<file path="src/rtl/clk_src_sel_pkg.sv">
package clk_src_sel_pkg;

   localparam int unsigned NUM_SRC = 4;
   localparam int unsigned SRC_W   = 2;
   localparam int unsigned DIV_W   = 2;
   localparam int unsigned CNT_W   = (1 << DIV_W) - 1;

   typedef enum logic [SRC_W-1:0] {
      SRC_FAST_B = 2'd0,
      SRC_SLOW   = 2'd1,
      SRC_FAST_A = 2'd2,
      SRC_EXT    = 2'd3
   } src_e;

   // legality of a source / divider-code pair for the active selection
   function automatic logic pair_ok(input logic [SRC_W-1:0] s, input logic [DIV_W-1:0] d);
      logic ok;
      case (s)
         SRC_FAST_B, SRC_SLOW: ok = (d <= 2'd1);
         SRC_FAST_A:           ok = 1'b1;
         default:              ok = (d == 2'd0);
      endcase
      return ok;
   endfunction

   // the wake pair may not name the slow oscillator
   function automatic logic wake_pair_ok(input logic [SRC_W-1:0] s, input logic [DIV_W-1:0] d);
      return (s != SRC_SLOW) && pair_ok(s, d);
   endfunction

endpackage

</file>
<file path="src/rtl/clk_src_sel_regs.sv">
module clk_src_sel_regs
   import clk_src_sel_pkg::*;
#(
   parameter int unsigned   DATA_W   = 16,
   parameter logic [3:0]    RST_EN   = 4'b0001,
   parameter logic [3:0]    RST_STOP = 4'b1111
) (
   input  logic                 clk,
   input  logic                 rst_n,
   input  logic                 wr_en,
   input  logic                 reg_sel,
   input  logic [DATA_W-1:0]    wdata,
   input  logic                 wake_fire,
   output logic [DATA_W-1:0]    rdata,
   output logic [SRC_W-1:0]     req_src,
   output logic [DIV_W-1:0]     req_div,
   output logic [SRC_W-1:0]     wk_src,
   output logic [DIV_W-1:0]     wk_div,
   output logic [NUM_SRC-1:0]   osc_en,
   output logic [NUM_SRC-1:0]   sleep_stop
);

   localparam int unsigned SEL_FIELDS_W = 2 * (SRC_W + DIV_W) + 1;
   localparam int unsigned PWR_FIELDS_W = 2 * NUM_SRC;

   logic                wk_mode;
   logic                wr_sel;
   logic                wr_pwr;
   logic [SRC_W-1:0]    w_src;
   logic [DIV_W-1:0]    w_div;
   logic [SRC_W-1:0]    w_wsrc;
   logic [DIV_W-1:0]    w_wdiv;

   assign wr_sel = wr_en && !reg_sel;
   assign wr_pwr = wr_en &&  reg_sel;
   assign w_src  = wdata[1:0];
   assign w_div  = wdata[3:2];
   assign w_wsrc = wdata[5:4];
   assign w_wdiv = wdata[7:6];

   always_ff @(posedge clk or negedge rst_n) begin
      if (!rst_n) begin
         req_src <= '0;
         req_div <= '0;
      end else if (wake_fire && wk_mode) begin
         req_src <= wk_src;
         req_div <= wk_div;
      end else if (wr_sel && pair_ok(w_src, w_div)) begin
         req_src <= w_src;
         req_div <= w_div;
      end
   end

   always_ff @(posedge clk or negedge rst_n) begin
      if (!rst_n) begin
         wk_src  <= '0;
         wk_div  <= '0;
         wk_mode <= 1'b0;
      end else if (wr_sel) begin
         wk_mode <= wdata[8];
         if (wake_pair_ok(w_wsrc, w_wdiv)) begin
            wk_src <= w_wsrc;
            wk_div <= w_wdiv;
         end
      end
   end

   always_ff @(posedge clk or negedge rst_n) begin
      if (!rst_n) begin
         osc_en     <= RST_EN;
         sleep_stop <= RST_STOP;
      end else if (wr_pwr) begin
         osc_en     <= wdata[NUM_SRC-1:0];
         sleep_stop <= wdata[2*NUM_SRC-1:NUM_SRC];
      end
   end

   always_comb begin
      rdata = '0;
      if (!reg_sel) begin
         rdata[SEL_FIELDS_W-1:0] = {wk_mode, wk_div, wk_src, req_div, req_src};
      end else begin
         rdata[PWR_FIELDS_W-1:0] = {sleep_stop, osc_en};
      end
   end

endmodule

</file>
<file path="src/rtl/clk_src_sel_power.sv">
module clk_src_sel_power
   import clk_src_sel_pkg::*;
(
   input  logic                 clk,
   input  logic                 rst_n,
   input  logic                 sleep_evt,
   input  logic                 wake_evt,
   input  logic [NUM_SRC-1:0]   osc_en,
   input  logic [NUM_SRC-1:0]   sleep_stop,
   input  logic [SRC_W-1:0]     req_src,
   input  logic [SRC_W-1:0]     cur_src,
   output logic                 asleep,
   output logic                 wake_fire,
   output logic [NUM_SRC-1:0]   osc_on
);

   assign wake_fire = wake_evt && asleep;

   always_ff @(posedge clk or negedge rst_n) begin
      if (!rst_n) begin
         asleep <= 1'b0;
      end else if (asleep) begin
         if (wake_evt) asleep <= 1'b0;
      end else if (sleep_evt) begin
         asleep <= 1'b1;
      end
   end

   for (genvar i = 0; i < NUM_SRC; i++) begin : g_osc
      logic wanted;
      assign wanted    = osc_en[i] || (req_src == SRC_W'(i)) || (cur_src == SRC_W'(i));
      assign osc_on[i] = wanted && !(asleep && sleep_stop[i]);
   end

endmodule

</file>
<file path="src/rtl/clk_src_sel_switch.sv">
module clk_src_sel_switch
   import clk_src_sel_pkg::*;
#(
   parameter int unsigned SYNC_STAGES = 2
) (
   input  logic                 clk,
   input  logic                 rst_n,
   input  logic [SRC_W-1:0]     req_src,
   input  logic [DIV_W-1:0]     req_div,
   input  logic [NUM_SRC-1:0]   src_ready,
   input  logic [NUM_SRC-1:0]   src_tick,
   input  logic                 asleep,
   output logic [SRC_W-1:0]     cur_src,
   output logic [DIV_W-1:0]     cur_div,
   output logic [NUM_SRC-1:0]   rdy_s,
   output logic                 sys_tick
);

   logic [CNT_W-1:0] cnt;
   logic [CNT_W-1:0] mask;
   logic             run;
   logic             tick_cur;

   if (SYNC_STAGES == 0) begin : g_nosync
      assign rdy_s = src_ready;
   end else begin : g_sync
      logic [NUM_SRC-1:0] chain [SYNC_STAGES];
      always_ff @(posedge clk or negedge rst_n) begin
         if (!rst_n) begin
            for (int k = 0; k < SYNC_STAGES; k++) chain[k] <= '0;
         end else begin
            chain[0] <= src_ready;
            for (int k = 1; k < SYNC_STAGES; k++) chain[k] <= chain[k-1];
         end
      end
      assign rdy_s = chain[SYNC_STAGES-1];
   end

   assign run      = !asleep && rdy_s[cur_src];
   assign tick_cur = src_tick[cur_src];
   assign mask     = CNT_W'((1 << cur_div) - 1);
   assign sys_tick = run && tick_cur && ((cnt & mask) == '0);

   always_ff @(posedge clk or negedge rst_n) begin
      if (!rst_n) begin
         cur_src <= '0;
         cur_div <= '0;
         cnt     <= '0;
      end else if (req_src != cur_src) begin
         if (rdy_s[req_src]) begin
            cur_src <= req_src;
            cur_div <= req_div;
            cnt     <= '0;
         end else if (run && tick_cur) begin
            cnt <= cnt + 1'b1;
         end
      end else if (req_div != cur_div) begin
         cur_div <= req_div;
         cnt     <= '0;
      end else if (run && tick_cur) begin
         cnt <= cnt + 1'b1;
      end
   end

endmodule

</file>
<file path="src/rtl/clk_src_sel.sv">
module clk_src_sel
   import clk_src_sel_pkg::*;
#(
   parameter int unsigned DATA_W      = 16,
   parameter int unsigned SYNC_STAGES = 2,
   parameter logic [3:0]  RST_EN      = 4'b0001,
   parameter logic [3:0]  RST_STOP    = 4'b1111
) (
   input  logic              clk,
   input  logic              rst_n,
   input  logic              wr_en,
   input  logic              reg_sel,
   input  logic [DATA_W-1:0] wdata,
   output logic [DATA_W-1:0] rdata,
   input  logic [3:0]        src_ready,
   input  logic [3:0]        src_tick,
   input  logic              sleep_evt,
   input  logic              wake_evt,
   output logic [3:0]        osc_on,
   output logic              sys_tick
);

   if (DATA_W < 2 * (SRC_W + DIV_W) + 1) begin : g_bad_width
      $error("clk_src_sel: DATA_W too narrow for the selection register");
   end
   if (SYNC_STAGES > 4) begin : g_bad_sync
      $error("clk_src_sel: SYNC_STAGES above 4 is not supported");
   end

   logic [SRC_W-1:0]   req_src;
   logic [DIV_W-1:0]   req_div;
   logic [SRC_W-1:0]   wk_src;
   logic [DIV_W-1:0]   wk_div;
   logic [SRC_W-1:0]   cur_src;
   logic [DIV_W-1:0]   cur_div;
   logic [NUM_SRC-1:0] osc_en;
   logic [NUM_SRC-1:0] sleep_stop;
   logic [NUM_SRC-1:0] rdy_s;
   logic               asleep;
   logic               wake_fire;

   clk_src_sel_regs #(
      .DATA_W   (DATA_W),
      .RST_EN   (RST_EN),
      .RST_STOP (RST_STOP)
   ) u_regs (
      .clk        (clk),
      .rst_n      (rst_n),
      .wr_en      (wr_en),
      .reg_sel    (reg_sel),
      .wdata      (wdata),
      .wake_fire  (wake_fire),
      .rdata      (rdata),
      .req_src    (req_src),
      .req_div    (req_div),
      .wk_src     (wk_src),
      .wk_div     (wk_div),
      .osc_en     (osc_en),
      .sleep_stop (sleep_stop)
   );

   clk_src_sel_power u_pwr (
      .clk        (clk),
      .rst_n      (rst_n),
      .sleep_evt  (sleep_evt),
      .wake_evt   (wake_evt),
      .osc_en     (osc_en),
      .sleep_stop (sleep_stop),
      .req_src    (req_src),
      .cur_src    (cur_src),
      .asleep     (asleep),
      .wake_fire  (wake_fire),
      .osc_on     (osc_on)
   );

   clk_src_sel_switch #(
      .SYNC_STAGES (SYNC_STAGES)
   ) u_sw (
      .clk       (clk),
      .rst_n     (rst_n),
      .req_src   (req_src),
      .req_div   (req_div),
      .src_ready (src_ready),
      .src_tick  (src_tick),
      .asleep    (asleep),
      .cur_src   (cur_src),
      .cur_div   (cur_div),
      .rdy_s     (rdy_s),
      .sys_tick  (sys_tick)
   );

endmodule

</file>
<file path="config.mk">
export PLATFORM = sky130hd
export DESIGN_NAME = clk_src_sel
export DESIGN_NICKNAME = d
export VERILOG_FILES = /design/src/rtl/clk_src_sel_pkg.sv /design/src/rtl/clk_src_sel_regs.sv /design/src/rtl/clk_src_sel_power.sv /design/src/rtl/clk_src_sel_switch.sv /design/src/rtl/clk_src_sel.sv
export SDC_FILE = /design/constraint.sdc
export NUM_CORES = 1
export LEC_CHECK = 0
export CORE_MARGIN = 2
export CORE_UTILIZATION = 43
export CTS_BUF_LIST = sky130_fd_sc_hd__clkbuf_2
export DETAILED_ROUTE_END_ITERATION = 8
export HOLD_SLACK_MARGIN = 0.12
export PLACE_DENSITY = 0.77
export SLEW_MARGIN = 20
export SYNTH_ARGS = -nofsm -noshare
export SYNTH_HDL_FRONTEND = slang
export SYNTH_SLANG_ARGS = --single-unit
export TNS_END_PERCENT = 100
</file>
<file path="constraint.sdc">
create_clock -name clk -period 1.7 [get_ports clk]
set_input_delay 0.17 -clock clk [delete_from_list [all_inputs] [get_ports clk]]
set_output_delay 0.17 -clock clk [all_outputs]
set_load 0.02 [all_outputs]
</file>
Yosys cells after proc, flatten, opt, wreduce, memory -nomap -nowiden
Index checks and enable logic that the tools add are counted.
{"block": "classes", "addsub": 2, "magnitude_cmp": 4, "eq_ne": 14, "shifts": 1, "muxes": 26, "n_bitwise": 1, "n_reduce_logical": 45}
{"operator": "$logic_and 1x1->1", "count": 17}
{"operator": "$mux 2", "count": 7}
{"operator": "$eq 2x2->1 const B", "count": 6}
{"operator": "$logic_not 2->1", "count": 6}
{"operator": "$mux 3", "count": 4}
{"operator": "$mux 1", "count": 9}
{"operator": "$eq 2x1->1 const B", "count": 4}
{"operator": "$logic_or 1x1->1", "count": 8}
{"operator": "$mux 8", "count": 1}
{"operator": "$bmux 1 s2", "count": 3}
{"operator": "$logic_not 1->1", "count": 6}
{"operator": "$lt 2x3->1 const B", "count": 2}
{"operator": "$reduce_and 2->1", "count": 3}
{"operator": "$le 2x1->1 const B", "count": 2}
{"operator": "$ne 2x2->1", "count": 2}
{"operator": "$pmux 1 s2", "count": 2}
{"operator": "$reduce_bool 2->1", "count": 2}
{"operator": "$reduce_or 2->1", "count": 2}
{"operator": "$add 3x1->3 const B", "count": 1}
{"operator": "$and 3x3->3", "count": 1}
{"operator": "$logic_not 3->1", "count": 1}
{"operator": "$shl 1x2->3 const A", "count": 1}
{"operator": "$sub 3x2->3 const B", "count": 1}
{"operator": "$ne 2x1->1 const B", "count": 1}
{"operator": "$ne 2x2->1 const B", "count": 1}
{"block": "totals", "register_bits": 33, "input_bits": 30, "word_cells": 106}

Logic depth before layout (Yosys ltp)
Gate-level depths: netlist (run 1).
{"block": "depth", "word_depth": 7, "mapped_depth": 5, "depth_no_buf": 4}

Hierarchy
From an unflattened synthesis (run 1), not the netlist that was laid out.
{"block": "hier_totals", "cells_unflattened": 158, "hier_area_um2": 1744.2}
{"module": "clk_src_sel_regs", "instances": 1, "cells_per_inst": 86, "area_per_inst_um2": 919.6}
{"module": "clk_src_sel_switch", "instances": 1, "cells_per_inst": 56, "area_per_inst_um2": 699.4}
{"module": "clk_src_sel_power", "instances": 1, "cells_per_inst": 16, "area_per_inst_um2": 125.1}

Worst setup path before layout (run 1)
OpenSTA, ideal clock, no wires.
{"block": "synth_timing", "path_type": "register to output", "startpoint": "register u_sw.cur_src[0]", "endpoint": "output port sys_tick", "t_arrival_ns": 1.550, "required_time_ns": 1.530, "slack_ns": -0.020, "stages_incl_launch_ff": 4, "path_cell_list": "dfrtp_1 -> inv_2 -> mux4_2 -> nor3_1"}
{"block": "synth_between", "elab_chain_len": 5, "elab_cells_between_ends": 7, "cone_classes": "mux (4); reduce/logical (3)"}
{"element": "start, declared", "line_no": "clk_src_sel_switch.sv:13", "source": "output logic [SRC_W-1:0] cur_src,"}
{"element": "start signal, assigned", "line_no": "clk_src_sel_switch.sv:51", "source": "cur_src <= req_src;"}
{"element": "$bmux 1 s2", "line_no": "clk_src_sel_switch.sv:39", "source": "assign run = !asleep && rdy_s[cur_src];"}
{"element": "$mux 1 (not written as such)", "line_no": "clk_src_sel_switch.sv:39"}
{"element": "$logic_and 1x1->1", "line_no": "clk_src_sel_switch.sv:39"}
{"element": "$logic_and 1x1->1 (*) (2 in series)", "line_no": "clk_src_sel_switch.sv:42", "source": "assign sys_tick = run && tick_cur && ((cnt & mask) == '0);"}
{"element": "end, declared", "line_no": "clk_src_sel.sv:20", "source": "output logic sys_tick"}
Every way passes the cells marked *; elsewhere a longest branch is shown, timed or not. The select of a mux whose other input is x is not followed.

Worst setup path in the final report (run 1)
Same ends and word-level chain as after synthesis.

==> qor.txt, run 1 <==
Status: finished, violations left
Failing checks: setup timing
All-Layer GR Usage: 0.203
Fmax achieved: 529 MHz
Setup TNS: -0.546 ns
Vias/cell: 5.30
Worst Path Required: 1.53 ns
Leakage: 1.03 nW
CTS buffer count: 5
Port Buffers: 36
Ys async rst share: 1.00
Drt total wl: 4.01 mm
Slew Viols, Final: 0
Cell area power density: 1260 nW/um^2
Initial antenna violation count: 0
Chip width: 66.2 um
Antenna Nets Post-Route: 0
I/O pin total: 51
Post-Syn Area per Cell: 11.2 um^2
Worst Reg2Reg Path Length in Cells: 5
Post-route setup slack: -0.189 ns
First-pass GRT wire length: 6.55 mm
RR Endpoint: u_sw.cnt[2]
HPWL after DPL: 2.95 mm
Worst Path Arrival: 1.72 ns
DR pass1 iterations: 4
Crit Reg-Reg Startpoint: u_sw.cur_src[0]
Row count: 22
Post-synthesis sequential area ratio: 0.500
Placer congestion estimate: 0.824
Largest net degree at the start of global routing: 34
CTS Root Cell: clkbuf_2
CTS Hold Bufs: 0
Commonest non-fill, non-tap cell in the layout: buf_4
ANT cells: 0
Min cycle time layout: 1.89 ns
Cells after Synth: 149
Synth Register Bits: 33
Vias in the first global route: 1,415
Clock slew at reported path FFs: 0.17 ns
Hold Vio Cnt, Final: 0
DIE AREA: 4380 um^2
Hold Path Class: in2async
Area Growth Syn to Fin: 38.8%
Most frequent cells in the layout: buf_4, dfrtp_1, clkdlybuf4s50_1
Pre-CTS setup slack: -0.465 ns
Routed wire per std cell: 15.3 um
Max clock buf depth: 2
Nets: 244
Crit. End Element: primary output
Setup Skew: 0.0211 ns
Primary FF master, synth: dfrtp_1
RSZ-0062 raised after global routing: yes
H-tree lvl count: 2
Maximum fanout along the worst path: 2
CTS tree: yes
Worst-Skew Late Latency: 0.38 ns
Synth Warn #: 0
Yosys cell types: 35
Starting Density: 0.451
Iteration-0 DRC Markers: 55
Crit path kind: reg2out
Worst vdd ir: 0.566 mV
CP Launch Type: flip-flop
DR vias: 1,388
Share of cells above drive strength 1: 0.388
GRT Residual Overflow: 0
Post-layout util: 0.626
EDFF count, synth: 0
DRC violations left: 0
Core ar.: 3690 um^2
Final setup violation count: 6
Period utilization: 1.11
Max-cap viol count: 0
Mapped cell area: 1660 um^2
Clk sinks: 33
R2r setup slk: -0.17 ns
Die height: 66.2 um
## critical path: stages, from the launching register on
cell     delay (ns)
dfrtp_1        0.43
inv_2          0.08
mux4_2         0.53
nor3_2         0.13
buf_4          0.16
## power by group
group          internal, mW  leakage, nW  switching [mW]
combinational         0.733        0.613           0.666
sequential            0.956        0.382           0.174
clock                 0.110       0.0306           0.258
total                  1.80         1.03            1.10
## routing by layer
metal	vias up	track usage	part of all wire
met5	-	0	0
met4	0	0.0944	0.013
met3	7	0.0562	0.049
met2	42	0.350	0.51
met1	684	0.233	0.43
li1	655	-	-
## flip-flops by register name, indices dropped and copies added (netlist names)
register / count
u_pwr.asleep: 1
u_regs.req_src: 2
u_regs.sleep_stop: 4
u_regs.wk_mode: 1
u_sw.cur_div: 2
u_sw.cnt: 3
u_regs.req_div: 2
u_regs.wk_div: 2
u_sw.g_sync.chain: 4
u_sw.rdy_s: 4
u_regs.osc_en: 4
u_sw.cur_src: 2
u_regs.wk_src: 2
## worst max-delay path by stage
stage | start | endpoint | slack (ns) | cells past startpoint
floorplan | u_regs.req_src[0] | u_sw.cur_div[0] | 0.006 | 5
global placement | src_tick[0] | sys_tick | -0.43 | 5
detailed placement | src_tick[1] | sys_tick | -0.47 | 5
CTS | u_sw.cur_src[0] | sys_tick | -0.18 | 4
global route | u_sw.cur_src[0] | sys_tick | -0.27 | 4
finish | u_sw.cur_src[0] | sys_tick | -0.19 | 4
## cell families (layout without fill, tap and decap cells)
kind of cell / after synthesis / in the layout / share of synthesized area
buffers and inverters: 21 / 80 / 0.0662
adder cells (fa/ha/maj): 2 / 2 / 0.0135
multiplexers: 27 / 27 / 0.192
AO/OA/AOI/OAI: 38 / 38 / 0.138
other: 1 / 7 / 0.00226
AND/OR/NAND/NOR: 23 / 23 / 0.0670
XOR/XNOR: 4 / 4 / 0.0211
flip-flops: 33 / 33 / 0.500
## per-stage QoR
step	power, mW	hold WS [ns]	instance area [um^2]	std cells
2_1_floorplan	1.80	-0.126	1690	155
3_3_place_gp	2.35	0.334	2210	251
3_5_place_dp	2.40	0.336	2210	251
4_1_cts	2.78	0.161	2260	262
5_1_grt	3.08	0.173	2310	262
6_report	2.90	0.167	2310	262
## Yosys cell counts, types with 3 or more instances
cell type | instances | area [um^2]
a21oi_1 | 13 | 65.1
a221oi_1 | 4 | 35.0
buf_4 | 8 | 60.1
dfrtp_1 | 28 | 701
dfstp_2 | 5 | 131
inv_1 | 8 | 30.0
mux2_2 | 19 | 214
mux2i_1 | 6 | 60.1
nand2_1 | 11 | 41.3
o21ai_0 | 12 | 60.1
o31ai_1 | 3 | 22.5
xnor2_1 | 4 | 35.0
## repair_timing
action                                  in CTS  in global routing
gates resized for setup                     33                 23
pin swaps                                    3                  3
gates cloned                                 0                  0
endpoints found under the setup margin      16                 15
buffers inserted                             3                  1
## cell type report
class                   count  area (um^2)
inverters                   9         33.8
multi-input cells         101          796
fillers                   305         1380
clock inverters             1         3.75
flip-flops and latches     33          836
well taps                  48         60.1
clock buffers               7         35.0
repair buffers             63          543
Power figures use the tool's default switching activity.
==> inputs of run 2 (changes only) <==
--- a/config.mk
+++ b/config.mk
@@ -5,6 +5,7 @@
 export SDC_FILE = /design/constraint.sdc
 export NUM_CORES = 1
 export LEC_CHECK = 0
+export CAP_MARGIN = 25
 export CORE_MARGIN = 2
 export CORE_UTILIZATION = 43
 export CTS_BUF_LIST = sky130_fd_sc_hd__clkbuf_2
==> results of run 2 <==
The final DEF is identical to that of run 1; final timing and power are the same.
==> inputs of run 3 (changes only) <==
--- a/config.mk
+++ b/config.mk
@@ -6,12 +6,13 @@
 export NUM_CORES = 1
 export LEC_CHECK = 0
 export CAP_MARGIN = 25
+export CORE_ASPECT_RATIO = 0.7
 export CORE_MARGIN = 2
 export CORE_UTILIZATION = 43
 export CTS_BUF_LIST = sky130_fd_sc_hd__clkbuf_2
 export DETAILED_ROUTE_END_ITERATION = 8
 export HOLD_SLACK_MARGIN = 0.12
-export PLACE_DENSITY = 0.77
+export PLACE_DENSITY = 0.81
 export SLEW_MARGIN = 20
 export SYNTH_ARGS = -nofsm -noshare
 export SYNTH_HDL_FRONTEND = slang
==> run 3 against run 2 <==
  * The flow still finishes with violations (setup timing)
  * Routed wire length is 3.3% higher
  * Final area increased by 1.7%
  * Clock skew fell by 0.011 ns
  * Die area is 0.18% higher
  * Maximum frequency grew 2.1%
  * Largest cell class unchanged
==> qor.txt, run 3 (synthesis results as in run 1) <==
Clk sinks: 33 (unchanged)
H-tree lvl count: 2 (unchanged)
Port Buffers: 36 (unchanged)
Crit. End Element: primary output
Core ar.: 3600 um^2 (-2.3%)
Cell area power density: 1320 nW/um^2 (+5.0%)
DRC violations left: 0 (unchanged)
Largest net degree at the start of global routing: 34 (unchanged)
Period utilization: 1.09 (-0.0232)
Drt total wl: 4.15 mm (+3.3%)
CP Launch Type: flip-flop
CTS Hold Bufs: 0 (unchanged)
Leakage: 1.04 nW (+1.6%)
CTS buffer count: 5 (unchanged)
Most frequent cells in the layout: dfrtp_1, buf_4, clkdlybuf4s50_1
Fmax achieved: 541 MHz (+2.1%)
CP max stage delay: 0.52 ns (about the same)
Maximum fanout along the worst path: 2 (unchanged)
ANT cells: 0 (unchanged)
Hold Vio Cnt, Final: 0 (unchanged)
RSZ-0062 raised after global routing: yes
All-Layer GR Usage: 0.200 (-0.00390)
Hold Path Class: in2async
DIE AREA: 4390 um^2 (+0.18%)
Critical path depth: 4 (unchanged)
Die height: 56.0 um (-15%)
Slew Viols, Final: 0 (unchanged)
Critical-path top delay cell: mux4_2
Crit Reg-Reg Startpoint: u_sw.cur_src[0]
Setup Skew: 0.00960 ns (-0.0115 ns)
Crit path from: u_sw.cur_src[0]
HPWL after DPL: 3.00 mm (+1.7%)
Starting Density: 0.461 (+0.0106)
Failing checks: setup timing
CP top delay family: multiplexers
Initial antenna violation count: 0 (unchanged)
Cell Chain, Critical Path: inv_2 > mux4_2 > nor3_2 > buf_4
Vias in the first global route: 1,443 (+2.0%)
Final setup violation count: 5 (-1)
Min cycle time layout: 1.85 ns (-0.0395 ns)
Post-layout util: 0.651 (+0.0255)
Worst Path Arrival: 1.68 ns (-0.04 ns)
Worst Path Required: 1.53 ns (about the same)
Iteration-0 DRC Markers: 47 (-15%)
Worst vdd ir: 0.640 mV (+13%)
Routed wire per std cell: 15.9 um (+3.7%)
First-pass GRT wire length: 6.77 mm (+3.4%)
Crit path kind: reg2out
WHS: 0.168 ns (+0.00134 ns)
Worst Reg2Reg Path Length in Cells: 5 (unchanged)
Max clock buf depth: 2 (unchanged)
Commonest non-fill, non-tap cell in the layout: dfrtp_1
Fill cell count: 285 (-6.6%)
DR pass1 iterations: 4 (unchanged)
Clock slew at reported path FFs: 0.17 ns (about the same)
Post-route setup slack: -0.150 ns (+0.0395 ns)
CTS tree: yes
CTS Root Cell: clkbuf_2
I/O pin total: 51 (unchanged)
GRT Residual Overflow: 0 (unchanged)
DR vias: 1,366 (-1.6%)
Nets: 241 (-1.2%)
Antenna Nets Post-Route: 0 (unchanged)
Area Growth Syn to Fin: 41.1%
Setup TNS: -0.302 ns (+0.243 ns)
Critical path buffers and inverters: 2 (unchanged)
Row count: 18 (-18%)
Share of cells above drive strength 1: 0.360 (-0.0277)
Max-cap viol count: 0 (unchanged)
Chip width: 78.3 um (+18%)
Placer congestion estimate: 0.866 (+5.2%)
Vias/cell: 5.23 (-1.2%)
Status: finished, violations left
Worst-Skew Late Latency: 0.37 ns (about the same)
## run 3: cell types whose count changed in the layout (fill, tap and decap cells not counted), sizes merged
cell / delta
clkdlybuf4s15: +1
bufinv: +1
dlygate4sd2: +1
buf: -3
clkbuf: -3
## run 3: final cells by class
| cell class | instances | area (um^2) | share of cell area |
|---|---|---|---|
| inverter | 9 | 33.8 | 0.0144 |
| sequential | 33 | 833 | 0.355 |
| clock inverter | 2 | 33.8 | 0.0144 |
| tap | 50 | 62.6 | 0.0267 |
| clock buffer | 6 | 30.0 | 0.0128 |
| multi-input combinational | 101 | 803 | 0.342 |
| timing repair buffer | 60 | 549 | 0.234 |
## run 3: layer usage
metal | vias up | routed length (um) | global-route usage
met1 | 676 | 1810 | 0.257
met3 | 11 | 164 | 0.0471
met5 | - | 0 | 0
met2 | 40 | 2080 | 0.318
li1 | 639 | - | -
met4 | 0 | 91 | 0.0952
## run 3: worst paths after layout
| kind | end | slack [ns] |
|---|---|---|
| worst max-delay path | sys_tick | -0.15 |
| worst min-delay path | u_regs.osc_en[2] | 0.17 |
| max in group asynchronous | u_regs.sleep_stop[1] | 1.19 |
| worst min register to register | u_sw.rdy_s[2] | 0.37 |
| worst max register to register | u_sw.cnt[2] | -0.09 |
| min in group clk | u_sw.g_sync.chain[4] | 0.20 |
## run 3: what timing repair did
action                                  in CTS  in global routing
resized for setup                           31                 21
setup buffers                                2                  3
endpoints found under the setup margin      17                 11
pin swaps                                    2                  3
## run 3: report_power, final
group	switching [mW]	total (mW)	internal [mW]
registers	0.172	1.13	0.954
logic	0.689	1.44	0.754
clock network	0.274	0.525	0.251
total	1.14	3.09	1.96
## run 3: stage by stage
step	power, mW	instances	cell area (um^2)	worst slack, ns
2_1_floorplan	1.80	155	1690	0.00639
3_3_place_gp	2.32	249	2200	-0.420
3_5_place_dp	2.38	249	2200	-0.434
4_1_cts	2.88	259	2250	-0.190
5_1_grt	3.27	261	2350	-0.232
6_report	3.09	261	2350	-0.150
